===== src/rtl/sai_irq_pkg.sv =====
package sai_irq_pkg;

    localparam int NSRC  = 6;
    localparam int SRC_W = 3;

    typedef enum logic [SRC_W-1:0] {
        SRC_TX_L   = 3'd0,
        SRC_TX_R   = 3'd1,
        SRC_TX_EXC = 3'd2,
        SRC_RX_L   = 3'd3,
        SRC_RX_R   = 3'd4,
        SRC_RX_EXC = 3'd5
    } src_e;

    typedef struct packed {
        logic valid;
        src_e src;
    } grant_t;

    typedef struct packed {
        logic tx_hi;
        logic rx_hi;
    } reloc_t;

    // Rank 0 is the strongest claim.
    function automatic src_e src_at_rank(input int r);
        case (r)
            0:       return SRC_RX_EXC;
            1:       return SRC_TX_EXC;
            2:       return SRC_RX_L;
            3:       return SRC_TX_L;
            4:       return SRC_RX_R;
            default: return SRC_TX_R;
        endcase
    endfunction

    function automatic logic is_rx(input src_e s);
        return (s >= SRC_RX_L);
    endfunction

endpackage


===== src/rtl/sai_irq_pending.sv =====
module sai_irq_pending #(
    parameter int N = 6
) (
    input  logic         clk,
    input  logic         rst,
    input  logic [N-1:0] set_i,
    input  logic [N-1:0] clr_i,
    output logic [N-1:0] pend_o,
    output logic [N-1:0] pend_next_o
);

    for (genvar g = 0; g < N; g++) begin : g_bit
        logic q;

        // a new request outranks a clear in the same cycle
        assign pend_next_o[g] = set_i[g] | (q & ~clr_i[g]);

        always_ff @(posedge clk) begin
            if (rst) q <= 1'b0;
            else     q <= pend_next_o[g];
        end

        assign pend_o[g] = q;


        pend_set_chk: assert property (@(posedge clk) disable iff (rst)
            set_i[g] |=> q);


        pend_clr_chk: assert property (@(posedge clk) disable iff (rst)
            (clr_i[g] && !set_i[g]) |=> !q);
    end

endmodule


===== src/rtl/sai_irq_picker.sv =====
module sai_irq_picker
    import sai_irq_pkg::*;
(
    input  logic [NSRC-1:0] elig_i,
    output grant_t          grant_o
);

    // walk from weakest to strongest so the strongest claim is written last
    always_comb begin
        grant_o = '0;
        for (int r = NSRC - 1; r >= 0; r--) begin
            if (elig_i[src_at_rank(r)]) begin
                grant_o.valid = 1'b1;
                grant_o.src   = src_at_rank(r);
            end
        end
    end


    pick_elig_chk: assert final (!grant_o.valid || elig_i[grant_o.src]);

endmodule


===== src/rtl/sai_irq_vecgen.sv =====
module sai_irq_vecgen
    import sai_irq_pkg::*;
#(
    parameter int ADDR_W    = 16,
    parameter int BASE_LO   = 'h10,
    parameter int BASE_HI   = 'h40,
    parameter int SLOT_STEP = 2
) (
    input  src_e              src_i,
    input  reloc_t            reloc_i,
    output logic [ADDR_W-1:0] vec_o
);

    localparam logic [ADDR_W-1:0] LO = ADDR_W'(BASE_LO);
    localparam logic [ADDR_W-1:0] HI = ADDR_W'(BASE_HI);

    logic hi_sel;

    always_comb begin
        hi_sel = is_rx(src_i) ? reloc_i.rx_hi : reloc_i.tx_hi;
        vec_o  = (hi_sel ? HI : LO) + ADDR_W'(SLOT_STEP * int'(src_i));
    end

endmodule


===== src/rtl/sai_irq_arbiter.sv =====
module sai_irq_arbiter
    import sai_irq_pkg::*;
#(
    parameter int ADDR_W    = 16,
    parameter int BASE_LO   = 'h10,
    parameter int BASE_HI   = 'h40,
    parameter int SLOT_STEP = 2
) (
    input  logic              clk,
    input  logic              rst,
    input  logic [NSRC-1:0]   req_i,
    input  logic [NSRC-1:0]   en_i,
    input  logic              ack_i,
    input  logic              reloc_we_i,
    input  logic              tx_reloc_i,
    input  logic              rx_reloc_i,
    output logic [ADDR_W-1:0] vec_o,
    output logic              valid_o
);

    reloc_t            reloc_q, reloc_d;
    grant_t            cur_q, pick;
    logic [NSRC-1:0]   clr, pend_q, pend_d, elig;
    logic [ADDR_W-1:0] vec_q, pick_vec;
    logic              hold;

    always_comb begin
        reloc_d = reloc_q;
        if (reloc_we_i) begin
            reloc_d.tx_hi = tx_reloc_i;
            reloc_d.rx_hi = rx_reloc_i;
        end
    end

    always_comb begin
        clr = '0;
        if (cur_q.valid && ack_i) clr[cur_q.src] = 1'b1;
    end

    sai_irq_pending #(.N(NSRC)) u_pend (
        .clk        (clk),
        .rst        (rst),
        .set_i      (req_i),
        .clr_i      (clr),
        .pend_o     (pend_q),
        .pend_next_o(pend_d)
    );

    // arbitrate on next-state pending so an acknowledged source is not re-presented
    assign elig = pend_d & en_i;

    sai_irq_picker u_pick (
        .elig_i (elig),
        .grant_o(pick)
    );

    sai_irq_vecgen #(
        .ADDR_W   (ADDR_W),
        .BASE_LO  (BASE_LO),
        .BASE_HI  (BASE_HI),
        .SLOT_STEP(SLOT_STEP)
    ) u_vec (
        .src_i  (pick.src),
        .reloc_i(reloc_d),
        .vec_o  (pick_vec)
    );

    assign hold = cur_q.valid && !ack_i && en_i[cur_q.src];

    always_ff @(posedge clk) begin
        if (rst) begin
            reloc_q <= '0;
            cur_q   <= '0;
            vec_q   <= '0;
        end else begin
            reloc_q <= reloc_d;
            if (!hold) begin
                cur_q <= pick;
                vec_q <= pick.valid ? pick_vec : '0;
            end
        end
    end

    assign valid_o = cur_q.valid;
    assign vec_o   = vec_q;


    rst_clear_chk: assert property (@(posedge clk)
        rst |=> (!valid_o && vec_o == '0 && reloc_q == '0));


    vec_hold_chk: assert property (@(posedge clk) disable iff (rst)
        (valid_o && !ack_i && en_i[cur_q.src]) |=> (valid_o && $stable(vec_o)));


    shown_pending_chk: assert property (@(posedge clk) disable iff (rst)
        valid_o |-> pend_q[cur_q.src]);


    idle_zero_chk: assert property (@(posedge clk) disable iff (rst)
        !valid_o |-> (vec_o == '0));

endmodule


===== config.mk =====
export PLATFORM = sky130hd
export DESIGN_NAME = sai_irq_arbiter
export DESIGN_NICKNAME = d
export VERILOG_FILES = /design/src/rtl/sai_irq_pkg.sv /design/src/rtl/sai_irq_pending.sv /design/src/rtl/sai_irq_picker.sv /design/src/rtl/sai_irq_vecgen.sv /design/src/rtl/sai_irq_arbiter.sv
export SDC_FILE = /design/constraint.sdc
export NUM_CORES = 1
export LEC_CHECK = 0
export BUFFER_PORTS_ARGS = -buffer_cell sky130_fd_sc_hd__buf_2
export CORE_MARGIN = 10
export CORE_UTILIZATION = 40
export CTS_BUF_LIST = sky130_fd_sc_hd__clkbuf_8
export CTS_CLUSTER_DIAMETER = 200
export DETAILED_ROUTE_END_ITERATION = 8
export HOLD_SLACK_MARGIN = 0.02
export PLACE_DENSITY = 0.73
export REMOVE_ABC_BUFFERS = 1
export SYNTH_ARGS = -nofsm -noshare
export SYNTH_HDL_FRONTEND = slang
export SYNTH_SLANG_ARGS = --single-unit
export TNS_END_PERCENT = 10

===== constraint.sdc =====
create_clock -name clk -period 2.05 [get_ports clk]
set_input_delay 0.41 -clock clk [delete_from_list [all_inputs] [get_ports clk]]
set_output_delay 0.41 -clock clk [all_outputs]
set_load 0.01 [all_outputs]

# After elaboration in Yosys (flattened, before gate mapping)
# Cells that the tools add are included.
# op_classes
shift	0
order_cmp	3
n_reduce_logical	5
mux	15
n_eq_ne	0
n_mul	0
div_mod_pow	0
bitwise_logic	19
n_addsub	1
# op_table
op	n
$mux W4	6
$add A16 B4 Y16	1
$mux W16	1
$mux W7	1
$and A1 B1 Y1	6
$and A6 B6 Y6	1
$mux W6	1
$not A1 Y1	6
$or A1 B1 Y1	6
$logic_and A1 B1 Y1	4
$lt A3 B4 Y1 const B	1
$bmux W1 S3	1
$demux W1 S3	1
$ge A3 B1 Y1 const B	1
$ge A3 B2 Y1 const B	1
$mux W1	3
$mux W2	1
$logic_not A1 Y1	1
# totals
register_bits	28
romBits	0
latch_bits	0
ramBits	0
wordCells	54
n_memories	0

# Depth between registers and ports, before layout
# logic_depth
word_depth	20
depth_mapped	7
ltp_nobuf	6

# Modules after synthesis
# From an unflattened synthesis, not the netlist that was laid out.
# hier_totals
cells_unflattened	186
hier_area_um2	1744.2
# modules_own_cells
mod	cells_per_inst	n_inst	area_per_inst_um2
sai_irq_arbiter	122	1	1214.9
sai_irq_pending	36	1	322.8
sai_irq_vecgen	19	1	150.1
sai_irq_picker	9	1	56.3

# Least setup slack after synthesis
# No wires, ideal clock.
# synth_path
path_kind	flip-flop to flip-flop
startpoint	register cur_q[0] (netlist name)
endpoint	register vec_q[6], in the netlist vec_o[6]
path_stages_with_launch	8
t_arrival_ps	1691
setup_time_ps	116
slack_ps	243
path_cell_list	dfxtp_1 buf_6 mux4_2 nor2b_4 o21ai_4 inv_2 and3_4 a41o_1
# synth_between
elab_chain_len	20
# synth_lines
element	line_no	rtl
start: declaration	sai_irq_arbiter.sv:22	grant_t cur_q, pick;
start signal: assignment	sai_irq_arbiter.sv:78	cur_q <= pick;
$lt A3 B4 Y1 (implied by the code) or $ge A3 B1 Y1 (tied branches)	sai_irq_arbiter.sv:37	if (cur_q.valid && ack_i) clr[cur_q.src] = 1'b1;
$logic_and A1 B1 Y1 (implied by the code)	sai_irq_arbiter.sv:37	
$mux W1 (implied by the code)	sai_irq_arbiter.sv:37	
$demux W1 S3	sai_irq_arbiter.sv:37	
$mux W6	sai_irq_arbiter.sv:37	
$not A1 Y1	sai_irq_pending.sv:16	assign pend_next_o[g] = set_i[g] | (q & ~clr_i[g]);
$and A1 B1 Y1	sai_irq_pending.sv:16	
$or A1 B1 Y1	sai_irq_pending.sv:16	
$and A6 B6 Y6	sai_irq_arbiter.sv:50	assign elig = pend_d & en_i;
$mux W4 (6 in series)	sai_irq_picker.sv:12	if (elig_i[src_at_rank(r)]) begin
$ge A3 B2 Y1	sai_irq_pkg.sv:38	return (s >= SRC_RX_L);
$mux W1	sai_irq_vecgen.sv:20	hi_sel = is_rx(src_i) ? reloc_i.rx_hi : reloc_i.tx_hi;
$mux W7	sai_irq_vecgen.sv:21	vec_o = (hi_sel ? HI : LO) + ADDR_W'(SLOT_STEP * int'(src_i));
$add A16 B4 Y16	sai_irq_vecgen.sv:21	
$mux W16	sai_irq_arbiter.sv:79	vec_q <= pick.valid ? pick_vec : '0;
end signal: assignment	sai_irq_arbiter.sv:79	
end: declaration	sai_irq_arbiter.sv:24	logic [ADDR_W-1:0] vec_q, pick_vec;
# Several ways; a longest one is shown, not always the timed one. The select of a mux whose other input is x is not followed.
# A chain may end at the register's enable or synchronous reset.

# Worst setup path after layout
# Same ends and word-level chain as after synthesis.

==> flow_summary.toml <==
[status]
outcome = "finished, final reports clean"

[place]
hpwlAfterDp_um = 1890
pre_cts_slack_ns = 0.115
portBuffers = 23
place_area_mm2 = 0.00106
gp_congestion = 0.813

[yosys]
ys_seq_elements = 17
yosys_most_used_dff = "dfxtp_1"
syn_area_per_cell_um2 = 8.37
synthTopCellsByArea = "dfxtp_1, buf_4, a21oi_1, nor2_1, mux2i_1"
synthDistinctLibCells = 37
synth_edf_count = 0
seq_area_frac_synth_pct = 36.0
synthCells = 113
yosys.area.top_type = "dfxtp_1"
synth_area_um2 = 946
yosys_warnings = 0
synth_top_area_share_pct = 36.0
async_reset_ff_share_pct = 0

[clocking]
clock_latency_ns = 0.25
clock-root-buffer = "clkbuf_8"
cts_setup_buffers = 0
cts_hold_buf = 0
numCtsBuffers = 3
path_clk_slew_ns = 0.06
htree_num_levels = 1
cts_buffer_depth = 2
cts_tree = "yes"
cts_resized = 0
cts.sinks = 17

[pwr]
power_uw = 811
p_leak_uw = 0.000519
internal_power_uw = 577
swShare_pct = 28.9
p_switching_uw = 234
pwr-share-clk_pct = 29.9
combPwrFrac_pct = 22.7
pwr-share-seq_pct = 47.4
ir_drop_uv = 519
pwr_density_cell_mw_per_mm2 = 736

[sta]
finalSetupViolations = 0
period_needed_ns = 1.96
postLayoutSetupSlackWorst_ns = 0.0943
fin_tns_setup_ns = 0
fin_hold_ws_ns = 0.389
fmax_mhz = 511
slew_violations = 0
post-route-period-util_pct = 95.4
rsz0062_at_grt = "false"
finalHoldViolCount = 0
skew_ns = 0.000812

[worst_setup_path]
path_delay_family = "multiplexers"
crit_required_ns = 2.19
critPathCaptureType = "flop"
max_stage_delay_ns = 0.55
critPathBufInv = 1
cp_slowest_cell = "mux4_2"
setup.worst_path.start_class = "flop"
path_max_fanout = 7
path_class = "flop to flop"
cp_data_arrival_time_ns = 2.10
cp_cell_sequence = "mux4_2, nor2b_4, o21ai_4, inv_2, and3_4, a41o_1"

[grt]
grt_usage_pct = 10.1
grt_pass1_vias = 881
grt-ovfl-total = 0
antenna_found_initial = 0
grt_pass1_wl_um = 3680
grt_max_degree = 16

[drt]
antenna_left = 0
wl_um = 2360
via_per_inst = 5.11
drc_errors = 0
post_drt_wl_per_cell_um = 14.1
drt_iter0_drc = 44
firstDrtPassIters = 4
via_count = 854

[floorplan]
start_util_pct = 42.4
die_area_mm2 = 0.00471
core_mm2 = 0.00223
die_x_um = 68.6
io_pins = 35
die_y_um = 68.6
rows = 17

[hold_path]
worstHoldPathType = "input pin to flop"

[layout]
area_delta_synth_final_pct = 16.4
layout-drive-gt1-share_pct = 28.1
fill_cells = 224
stdcell_area_mm2 = 0.00110
final_common_cell = "buf_2"
layout_common_cells = "buf_2, dfxtp_1, nor2_1, a21oi_1, conb_1"
nets = 158
n_antenna_cell = 0

[job]
maxCapViolations = 0
## routing by layer
metal	wire length, um	vias up	global-route usage (%)	part of all wire (%)
met1	951	398	10.2	40
met3	177	6	3.38	7.5
li1	-	427	-	-
met2	1190	23	18.7	51
met5	0	-	0	0
met4	36	0	4.02	1.5
## cells in the mapped netlist, types with 2 or more instances
master    count
inv_1         4
buf_2         2
nor3_1        2
buf_4        11
dfxtp_1      17
nor3b_1       2
nand3b_1      2
nand2_1       8
o21ai_1       2
a31oi_1       2
o21ai_0       5
nor2_1       14
a21oi_1      11
mux2i_1       4
nor2b_1       2
o21a_1        4
## registers in the layout (all words and copies together), names as in the netlist
register / flops
cur_q: 3
reloc_q: 2
u_pend.g_bit.q: 6
valid_o: 1
vec_o: 5
## power by group through the flow
stage | sequential, uW | clock [uW] | combinational (uW)
floorplan | 393 | 0 | 107
global placement | 390 | 0 | 175
detailed placement | 391 | 0 | 181
CTS | 384 | 248 | 183
global route | 388 | 269 | 202
finish | 384 | 243 | 184
## cell families (layout without fill, tap and decap cells)
logic type | count (synthesis) | in the layout | share of synthesized area, %
AOI/OAI and AO/OA | 32 | 32 | 22.5
buffers and inverters | 20 | 36 | 13.4
DFF | 17 | 17 | 36.0
muxes | 5 | 5 | 6.61
other | 1 | 11 | 0.396
and+or+nand+nor | 38 | 38 | 21.2
## final cells by class
cell class / count / area [um^2] / area share (%)
Timing Repair Buffer: 27 / 145 / 13.2
Clock inverter: 1 / 3.75 / 0.341
Inverter: 5 / 18.8 / 1.70
Multi-Input combinational cell: 86 / 517 / 46.9
Clock buffer: 3 / 41.3 / 3.75
Tap cell: 28 / 35.0 / 3.18
Sequential cell: 17 / 340 / 30.9
## path summary, 6_finish.rpt
| check | start | end | slack, ns | cells after the start |
|---|---|---|---|---|
| setup reg to reg | cur_q[0] | vec_o[6] | 0.09 | 6 |
| hold / removal | req_i[5] | u_pend.g_bit[5].q | 0.39 | 3 |
| hold reg to reg | vec_o[2] | vec_o[2] | 0.46 | 2 |
| setup / recovery | cur_q[0] | vec_o[6] | 0.09 | 6 |
## metrics by stage
step	utilization, %	instances
floorplan	-	108
global placement	47.3	163
detailed placement	47.3	163
CTS	49.3	167
global route	49.3	167
finish	49.3	167
## worst register-to-register path, cell delays in order (launching register included)
cell	delay, ns
dfxtp_1	0.47
mux4_2	0.55
nor2b_4	0.15
o21ai_4	0.22
inv_2	0.08
and3_4	0.18
a41o_1	0.19
(Power assumes the default switching activity.)
